File: src/rtl/evt_flag_pkg.sv
// Package: evt_flag_pkg
// Shared layout constants for the event status flag register.
// Assumes an 8-bit register with the flags in adjacent bits.
package evt_flag_pkg;
    localparam int REG_W    = 8;
    localparam int N_FLAGS  = 3;
    // Flag index i sits at bit FLAG_LSB + i.
    localparam int FLAG_LSB = 4;
    localparam int IDX_MTCH = 0;
    localparam int IDX_CHA  = 1;
    localparam int IDX_CHB  = 2;
endpackage

File: src/rtl/evt_flag_cell.sv
// Module: evt_flag_cell
// One sticky flag with a private arm bit. An arming read sets the arm bit
// when the flag reads as 1. A later clear request clears the flag only if
// it is armed. A set event has priority over a clear and disarms the flag.
// Assumes the strobe inputs are already qualified by the register select.
module evt_flag_cell (
    input  logic clk,
    input  logic rst_n,
    input  logic set_i,
    input  logic arm_rd_i,
    input  logic clr_req_i,
    output logic flag_o
);
    logic flag_q;
    logic armed_q;

    // Update the flag and the arm bit: set first, then a qualified clear, then arming.
    always_ff @(posedge clk) begin
        if (!rst_n) begin
            flag_q  <= 1'b0;
            armed_q <= 1'b0;
        end else if (set_i) begin
            flag_q  <= 1'b1;
            armed_q <= 1'b0;
        end else if (clr_req_i && armed_q) begin
            flag_q  <= 1'b0;
            armed_q <= 1'b0;
        end else if (arm_rd_i && flag_q) begin
            armed_q <= 1'b1;
        end
    end

    assign flag_o = flag_q;

    AST_SET_STICKS: assert property (@(posedge clk) disable iff (!rst_n)
        set_i |=> flag_q);
    AST_SET_WINS_DISARM: assert property (@(posedge clk) disable iff (!rst_n)
        (set_i && clr_req_i) |=> (flag_q && !armed_q));
    AST_QUAL_CLEAR: assert property (@(posedge clk) disable iff (!rst_n)
        (armed_q && clr_req_i && !set_i) |=> !flag_q);
    AST_UNARMED_HOLD: assert property (@(posedge clk) disable iff (!rst_n)
        (flag_q && !armed_q && !set_i) |=> flag_q);
    AST_ARM_NEEDS_FLAG: assert property (@(posedge clk) disable iff (!rst_n)
        armed_q |-> flag_q);
endmodule

File: src/rtl/evt_match_det.sv
// Module: evt_match_det
// Compares the counter with the compare value in every cycle. It gives a
// one-cycle pulse in the first cycle the two are equal.
// Assumes both values are synchronous to clk.
module evt_match_det #(
    parameter int CNT_W = 16
) (
    input  logic             clk,
    input  logic             rst_n,
    input  logic [CNT_W-1:0] cnt_i,
    input  logic [CNT_W-1:0] cmp_i,
    output logic             hit_o
);
    logic eq;
    logic eq_q;

    // Present equality of counter and compare value.
    assign eq = (cnt_i == cmp_i);

    // Remember last cycle's equality for edge detection.
    always_ff @(posedge clk) begin
        if (!rst_n) eq_q <= 1'b0;
        else        eq_q <= eq;
    end

    assign hit_o = eq && !eq_q;

    AST_NO_RETRIGGER: assert property (@(posedge clk) disable iff (!rst_n)
        hit_o |=> !hit_o);
endmodule

File: src/rtl/evt_flag_reg.sv
// Module: evt_flag_reg
// Event status flag register. It holds a channel B done flag, a channel A
// done flag and a counter match flag. A flag clears only when a read saw
// it set and a later write carries 0 in its bit.
// Assumes event pulses are synchronous to clk and one cycle wide.
module evt_flag_reg
    import evt_flag_pkg::*;
#(
    parameter int CNT_W = 16
) (
    input  logic             clk,
    input  logic             rst_n,
    input  logic             sel,
    input  logic             rd_stb,
    input  logic             wr_stb,
    input  logic [REG_W-1:0] wr_data,
    output logic [REG_W-1:0] rd_data,
    input  logic             done_a,
    input  logic             done_b,
    input  logic [CNT_W-1:0] cnt_val,
    input  logic [CNT_W-1:0] cmp_val
);
    logic               match_hit;
    logic [N_FLAGS-1:0] set_vec;
    logic [N_FLAGS-1:0] flags;
    logic               rd_hit;
    logic               wr_hit;

    evt_match_det #(.CNT_W(CNT_W)) u_match (
        .clk   (clk),
        .rst_n (rst_n),
        .cnt_i (cnt_val),
        .cmp_i (cmp_val),
        .hit_o (match_hit)
    );

    // Gather the event sources in flag index order.
    always_comb begin
        set_vec           = '0;
        set_vec[IDX_MTCH] = match_hit;
        set_vec[IDX_CHA]  = done_a;
        set_vec[IDX_CHB]  = done_b;
    end

    assign rd_hit = sel && rd_stb;
    assign wr_hit = sel && wr_stb;

    for (genvar i = 0; i < N_FLAGS; i++) begin : g_flag
        evt_flag_cell u_cell (
            .clk       (clk),
            .rst_n     (rst_n),
            .set_i     (set_vec[i]),
            .arm_rd_i  (rd_hit),
            .clr_req_i (wr_hit && !wr_data[FLAG_LSB+i]),
            .flag_o    (flags[i])
        );
    end

    // Place the flags in the register image; reserved bits and a deselected bus read 0.
    always_comb begin
        rd_data = '0;
        if (sel) rd_data[FLAG_LSB +: N_FLAGS] = flags;
    end

    AST_IDLE_AFTER_RESET: assert property (@(posedge clk)
        !rst_n |=> (flags == '0));
    AST_DESEL_NO_CLEAR: assert property (@(posedge clk) disable iff (!rst_n)
        (!sel && (set_vec == '0)) |=> (flags == $past(flags)));
endmodule

File: config.mk
export PLATFORM = sky130hd
export DESIGN_NAME = evt_flag_reg
export DESIGN_NICKNAME = d
export VERILOG_FILES = /design/src/rtl/evt_flag_pkg.sv /design/src/rtl/evt_flag_cell.sv /design/src/rtl/evt_match_det.sv /design/src/rtl/evt_flag_reg.sv
export SDC_FILE = /design/constraint.sdc
export NUM_CORES = 1
export LEC_CHECK = 0
export ABC_AREA = 1
export CAP_MARGIN = 20
export CELL_PAD_IN_SITES_DETAIL_PLACEMENT = 1
export CELL_PAD_IN_SITES_GLOBAL_PLACEMENT = 2
export CORE_MARGIN = 2
export CORE_UTILIZATION = 14
export CTS_CLUSTER_DIAMETER = 150
export DETAILED_ROUTE_END_ITERATION = 6
export GPL_TIMING_DRIVEN = 0
export MAX_ROUTING_LAYER = met4
export PLACE_DENSITY = 0.85
export SYNTH_ARGS = -nofsm -noshare
export SYNTH_HDL_FRONTEND = slang
export SYNTH_HIERARCHICAL = 1
export SYNTH_SLANG_ARGS = --single-unit
File: constraint.sdc
create_clock -name clk -period 2.95 [get_ports clk]
set_input_delay 0.59 -clock clk [delete_from_list [all_inputs] [get_ports clk]]
set_output_delay 0.59 -clock clk [all_outputs]
set_load 0.03 [all_outputs]
Word-level counts from Yosys, hierarchy flattened
Index checks and enable logic that the tools add are counted.
{"block": "word_totals", "regBits": 7, "wordCells": 38}
{"block": "classes", "n_eq_ne": 1, "muxes": 7, "n_bitwise": 1, "n_reduce_logical": 22}
{"operator": "$eq A16 B16 Y1", "count": 1}
{"operator": "$logic_and A1 B1 Y1", "count": 12}
{"operator": "$reduce_or A3 Y1", "count": 3}
{"operator": "$mux W1", "count": 6}
{"operator": "$reduce_bool A2 Y1", "count": 3}
{"operator": "$logic_not A1 Y1", "count": 4}
{"operator": "$mux W3", "count": 1}
{"operator": "$not A1 Y1", "count": 1}

Longest topological paths before layout
Gate-level depths: netlist of run 1.
{"block": "logic_depth", "word_depth": 5, "mapped_depth": 11, "ltp_nobuf": 11}

By module
Netlist of run 1, hierarchy kept.
{"module": "evt_match_det", "n_inst": 1, "cells_each": 94, "area_per_inst_um2": 369.1, "seq_area_each_um2": 20.0}
{"module": "evt_flag_cell", "n_inst": 3, "cells_each": 10, "area_per_inst_um2": 77.6, "seq_area_each_um2": 40.0}
{"module": "evt_flag_reg", "n_inst": 1, "cells_each": 18, "area_per_inst_um2": 88.8, "seq_area_each_um2": 0.0}

Worst setup path before layout of run 1
No wires, ideal clock.
{"block": "synth_path", "path_kind": "input -> output", "start": "input sel", "end": "output rd_data[4]", "arrival_ns": 0.814, "required_time_ns": 2.360, "path_slack_ns": 1.546, "path_stages": 2, "path_cell_list": "nand2_1 > inv_1"}
{"block": "synth_via", "elab_chain_cells": 1}
{"element": "start, declared", "line": "evt_flag_reg.sv:13", "source": "input logic sel,"}
{"element": "$mux W3", "line": "evt_flag_reg.sv:62", "source": "if (sel) rd_data[FLAG_LSB +: N_FLAGS] = flags;"}
{"element": "end, declared", "line": "evt_flag_reg.sv:17", "source": "output logic [REG_W-1:0] rd_data,"}
No other way between the ends.

Final worst setup path of run 1
{"block": "layout_path", "start": "input sel", "end": "output rd_data[6]"}
Same word-level chain as after synthesis.

==> results of run 1 <==
==> metrics by stage <==
stage | setup slack, ns | util, % | cells | hold WS [ns] | instance area, sq um
2_1_floorplan | 1.55 | - | 146 | 0.451 | 706
3_3_place_gp | 0.401 | 25.9 | 257 | 0.459 | 1230
3_5_place_dp | 0.408 | 25.9 | 257 | 0.468 | 1230
4_1_cts | 0.402 | 26.8 | 261 | 0.480 | 1270
5_1_grt | 0.353 | 26.8 | 261 | 0.505 | 1270
6_report | 0.429 | 26.8 | 261 | 0.473 | 1270
==> layer usage <==
| metal | vias to the layer above | GRT usage (%) | routed length [microns] |
|---|---|---|---|
| met1 | 371 | 7.38 | 751 |
| met2 | 26 | 14.5 | 995 |
| li1 | 493 | - | - |
| met4 | 0 | 4.17 | 32 |
| met3 | 3 | 0.407 | 93 |
| met5 | - | - | 0 |
==> synth_stat cells <==
| cell type | count | area (sq um) |
|---|---|---|
| nand2_1 | 53 | 199 |
| inv_1 | 38 | 143 |
| nor2_1 | 28 | 105 |
| dfxtp_1 | 7 | 140 |
| buf_4 | 5 | 37.5 |
| a21oi_1 | 3 | 15.0 |
| a21oi_2 | 3 | 26.3 |
| nand3_1 | 3 | 15.0 |
| conb_1 | 1 | 3.75 |
| nand2_2 | 1 | 6.26 |
==> flip-flops by register name, summed over array words and instances, names as in the netlist <==
register and flops:
g_flag.u_cell/flag_o 3, g_flag.u_cell/armed_q 3, u_match/eq_q 1
==> placed cells by master (no fill, tap or decap), drive strengths merged <==
cell type / n
conb: 5
inv: 38
nor2: 28
a21oi: 6
dfxtp: 7
nand2: 54
clkbuf: 4
nand3: 3
clkdlybuf4s50: 44
buf: 5
==> critical path, delay by kind of cell <==
kind,cells,cell delay (ns)
buf+inv,3,1.27
simple gates,1,0.07
==> layout make-up <==
type                       instances  area (sq um)
fill                             642          3480
sequential                         7           140
multi-input combinational         96           385
tap                               67          83.8
buffer                             5          37.5
inverter                          38           143
timing repair buffer              44           440
clock buffer                       4          45.0
==> kinds of logic (layout without fill, tap and decap cells) <==
family / count (synthesis) / count (layout) / synth area share, %
DFF: 7 / 7 / 20.3
other: 1 / 5 / 0.543
and+or+nand+nor: 85 / 85 / 47.1
AOI/OAI and AO/OA: 6 / 6 / 5.98
buffers and inverters: 43 / 91 / 26.1
==> power groups by stage <==
stage | clock [uW] | combinational, uW | sequential [uW]
finish | 137 | 122 | 99.4
global route | 146 | 138 | 99.7
CTS | 143 | 125 | 99.4
detailed placement | 0 | 124 | 101
global placement | 0 | 122 | 101
floorplan | 0 | 53.6 | 100
==> path summary, 6_finish.rpt <==
| check | start | end | cells after the start |
|---|---|---|---|
| max | sel | rd_data[6] | 4 |
| min reg2reg | g_flag[0].u_cell/armed_q | g_flag[0].u_cell/armed_q | 2 |
| max reg2reg | u_match/eq_q | g_flag[0].u_cell/armed_q | 4 |
| min | g_flag[0].u_cell/armed_q | g_flag[0].u_cell/armed_q | 2 |
==> out/qor.csv, run 1 <==
metric,value,unit
cts_max_path_buffers,2,
nNetsFinal,242,
design.core.area,4750,sq um
cts.reportedPaths.clkPinSlew,0.04,ns
io-pin-count,55,
post_cts_resized,0,
synth_area_per_cell,4.86,sq um
postCtsSetupBuffers,0,
power.switching,95.5,uW
hold_path_class,flip-flop to flip-flop,
fin_crit_sh,85.4,%
p_int,263,uW
grt_pass1_vias,843,
total_power,358,uW
num_rows,25,
finClkSkew,0.000145,ns
drv_cap,0,
die_area,5510,sq um
syn_to_final_growth,84.6,%
die-height,74.2,microns
path_class,primary input to output port,
clkPwrFrac,38.1,%
antenna_left,0,
ys_warn_count,6,
syn_inst,142,
avgViaCountPerCell,3.42,
critPathMaxFanout,5,
die_w,74.2,microns
setup-tns-final,0,ns
hold_viol_final,0,
drt_iter0_markers,12,
h-tree-depth,1,
via_count,893,
r2r_setup_slack,2.28,ns
track_usage,7.49,%
min_period,2.52,ns
cts_root_buffer,clkbuf_8,
grt_start_max_net_pins,8,
leakagePower,0.000710,uW
switching_share,26.6,%
cpMaxStageDelayCell,clkdlybuf4s50_1,
yosysUniqueCellTypes,10,
drive_gt1_share,6.19,%
clkSinkCount,7,
status,"complete, no violations",
syn-cell-area,691,sq um
cts_hold_buffers,0,
fmax,397,MHz
worstPathCellList,clkdlybuf4s50_1 > nand2_1 > inv_1 > clkdlybuf4s50_1,
p_per_area,281,nW/um^2
max_stage_delay,0.66,ns
route.detailed.drc,0,
wire_per_inst,7.18,microns
cp-start-kind,primary input,
wl,1.87,mm
vdd_drop_max,0.0923,mV
io_buffers,44,
finalSetupViolations,0,
dpl.hpwl,1.70,mm
worstPathRequired,2.36,ns
yosys_register_bits,7,
power_frac_seq,27.7,%
drv_slew,0,
worstSkewPairLatency,0.23,ns
end_kind,output port,
combPwrFrac,34.2,%
cts_buffers,3,
antenna_found_initial,0,
ys_seq_area_share,20.3,%
grt_pass1_wl,3.18,mm
antenna_cells,0,
drt_first_pass_iters,2,
rsz0062_at_grt,false,
start_util,14.5,%
place.gp.congestion,0.619,
cp_common_cell,clkdlybuf4s50_1,
grt.overflow.total,0,
arrival,1.93,ns
cts_tree,done,
Power figures use the tool's default switching activity.
==> inputs of run 2 (changes only) <==
CORE_UTILIZATION = 13   (was 14)
CTS_CLUSTER_DIAMETER = 200   (was 150)
PLACE_DENSITY = 0.79   (was 0.85)
clock period = 2.7 ns   (was 2.95 ns; I/O delays follow)
==> run 2 against run 1 <==
Clock power grew 6%. Setup slack lost 0.18 ns. First-iteration DRC count grew 100%. Global-route usage shrank 0.56 points. Sequential power grew 9%. Combinational power grew 9.8%. Critical path depth is the same. Power grew 8.2%. Non-clock buffer count is the same. Largest power group unchanged. Clock skew is essentially flat. Wire length grew 1.7%. Final cell count grew 1.1%.
==> out/qor.csv, run 2 (same netlist as run 1, synthesis figures left out) <==
metric,value,unit,change
cts_root_buffer,clkbuf_8,,unchanged
io-pin-count,55,,unchanged
cts_buffers,3,,unchanged
worstPathRequired,2.16,ns,was 2.36 ns
fin_crit_sh,90.6,%,
finClkSkew,0.000358,ns,was 0.000145 ns
r2r_setup_slack,2.02,ns,was 2.28 ns
setup-tns-final,0,ns,unchanged
end_kind,output port,,unchanged
p_per_area,303,nW/um^2,was 281 nW/um^2
start_util,13.5,%,was 14.5%
num_rows,26,,was 25
path_class,primary input to output port,,unchanged
clkSinkCount,7,,unchanged
cts_max_path_buffers,2,,unchanged
wire_per_inst,7.22,microns,was 7.18 microns
antenna_left,0,,unchanged
rsz0062_at_grt,false,,unchanged
critPathMaxFanout,5,,unchanged
grt.overflow.total,0,,unchanged
grt_start_max_net_pins,8,,unchanged
arrival,1.91,ns,was 1.93 ns
post_dp_cell_area,1230,sq um,about the same
r2r_cells,4,,unchanged
avgViaCountPerCell,3.41,,was 3.42
antenna_cells,0,,unchanged
hp-start,g_flag[1].u_cell/armed_q,,was g_flag[0].u_cell/armed_q
design.core.area,5110,sq um,was 4750 sq um
placed_cells,260,,was 257
drv_slew,0,,unchanged
final_cell_mix,"53 x nand2_1, 44 x clkdlybuf4s50_1, 38 x inv_1, 28 x nor2_1, 7 x dfxtp_1",,unchanged
r2r_end,g_flag[0].u_cell/armed_q,,unchanged
status,"complete, no violations",,unchanged
post_cts_resized,0,,unchanged
dpl.hpwl,1.75,mm,was 1.70 mm
final_cells,264,,was 261
grt_pass1_wl,3.32,mm,was 3.18 mm
die_area,5910,sq um,was 5510 sq um
drv_cap,0,,unchanged
min_period,2.45,ns,
finalSetupViolations,0,,unchanged
track_usage,6.94,%,was 7.49%
drt_iter0_markers,24,,was 12
place.gp.congestion,0.697,,was 0.619
cts_hold_buffers,0,,unchanged
cts_tree,done,,unchanged
grt_pass1_vias,860,,was 843
rr_startpoint,u_match/eq_q,,unchanged
nNetsFinal,242,,unchanged
drive_gt1_share,6.19,%,unchanged
hold_path_class,flip-flop to flip-flop,,unchanged
whs_path_depth,2,,unchanged
layout_commonest_cell,nand2_1,,unchanged
drt_first_pass_iters,2,,unchanged
stdcell_area,1280,sq um,was 1270 sq um
cts.reportedPaths.clkPinSlew,0.04,ns,about the same
vdd_drop_max,0.129,mV,was 0.0923 mV
postCtsSetupBuffers,0,,unchanged
die-height,76.9,microns,was 74.2 microns
nFillCells,692,,was 642
cp-start-kind,primary input,,unchanged
io_buffers,44,,unchanged
fmax,409,MHz,
route.detailed.drc,0,,unchanged
syn_to_final_growth,85.1,%,was 84.6%
h-tree-depth,1,,unchanged
antenna_found_initial,0,,unchanged
leakagePower,0.000710,uW,unchanged
wl,1.91,mm,was 1.87 mm
min_to,g_flag[1].u_cell/armed_q,,was g_flag[0].u_cell/armed_q
via_count,900,,was 893
worstSkewPairLatency,0.22,ns,was 0.23 ns
hold_viol_final,0,,unchanged
die_w,76.9,microns,was 74.2 microns
run 2: cell counts in the layout (fill, tap and decap cells not counted):
No cell type changed its count.
run 2: layout make-up:
type	instances	area [sq um]	area share (%)
timing repair buffer	44	440	34.4
tap	70	87.6	6.85
inverter	38	143	11.2
sequential	7	140	11.0
clock buffer	4	45.0	3.52
multi-input combinational	96	385	30.1
buffer	5	37.5	2.94
run 2: worst max-delay path, stage by stage:
cell and delay (ns):
clkdlybuf4s50_1 0.58, nand2_1 0.07, inv_1 0.05, clkdlybuf4s50_1 0.66
run 2: worst max-delay path by stage:
stage,startpoint,slack (ns),to,depth (start not counted)
5_1_grt,sel,0.16,rd_data[5],4
3_3_place_gp,sel,0.24,rd_data[5],4
3_5_place_dp,sel,0.24,rd_data[4],4
2_1_floorplan,sel,1.40,rd_data[4],2
4_1_cts,sel,0.23,rd_data[4],4
6_report,sel,0.25,rd_data[4],4
run 2: power by group:
part           internal, uW  total, uW  leakage (uW)  switching, uW
clock network           102        145     0.0000228           43.1
logic                  78.3        134      0.000630           55.9
registers               107        108     0.0000571           1.72
total                   287        388      0.000710            101
run 2: metrics by stage:
stage	hold slack [ns]	setup WS [ns]	utilization (%)	total power, uW
floorplan	0.451	1.40	-	168
global placement	0.464	0.237	24.2	244
finish	0.473	0.253	25.0	388
global route	0.502	0.156	25.0	419
CTS	0.479	0.233	25.0	399
detailed placement	0.471	0.236	24.2	246
run 2: layer usage:
metal,vias to the layer above,part of all wire (%),track usage [%]
met5,-,0,-
met1,389,42,7.10
met3,0,3.2,0.588
li1,493,-,-
met4,0,0,3.27
met2,18,55,13.2
==> inputs of run 3 (changes only) <==
MAX_ROUTING_LAYER = not set   (was met4)
==> results of run 3 <==
No change in the layout: final DEF, timing and power equal those of run 2.
Main changes from that run: final weighted congestion in routability-driven placement 0.697 -> 0.689; overall routing resource usage 6.94% -> 6.75%; violation count after the first detailed-route iteration 24 -> 12
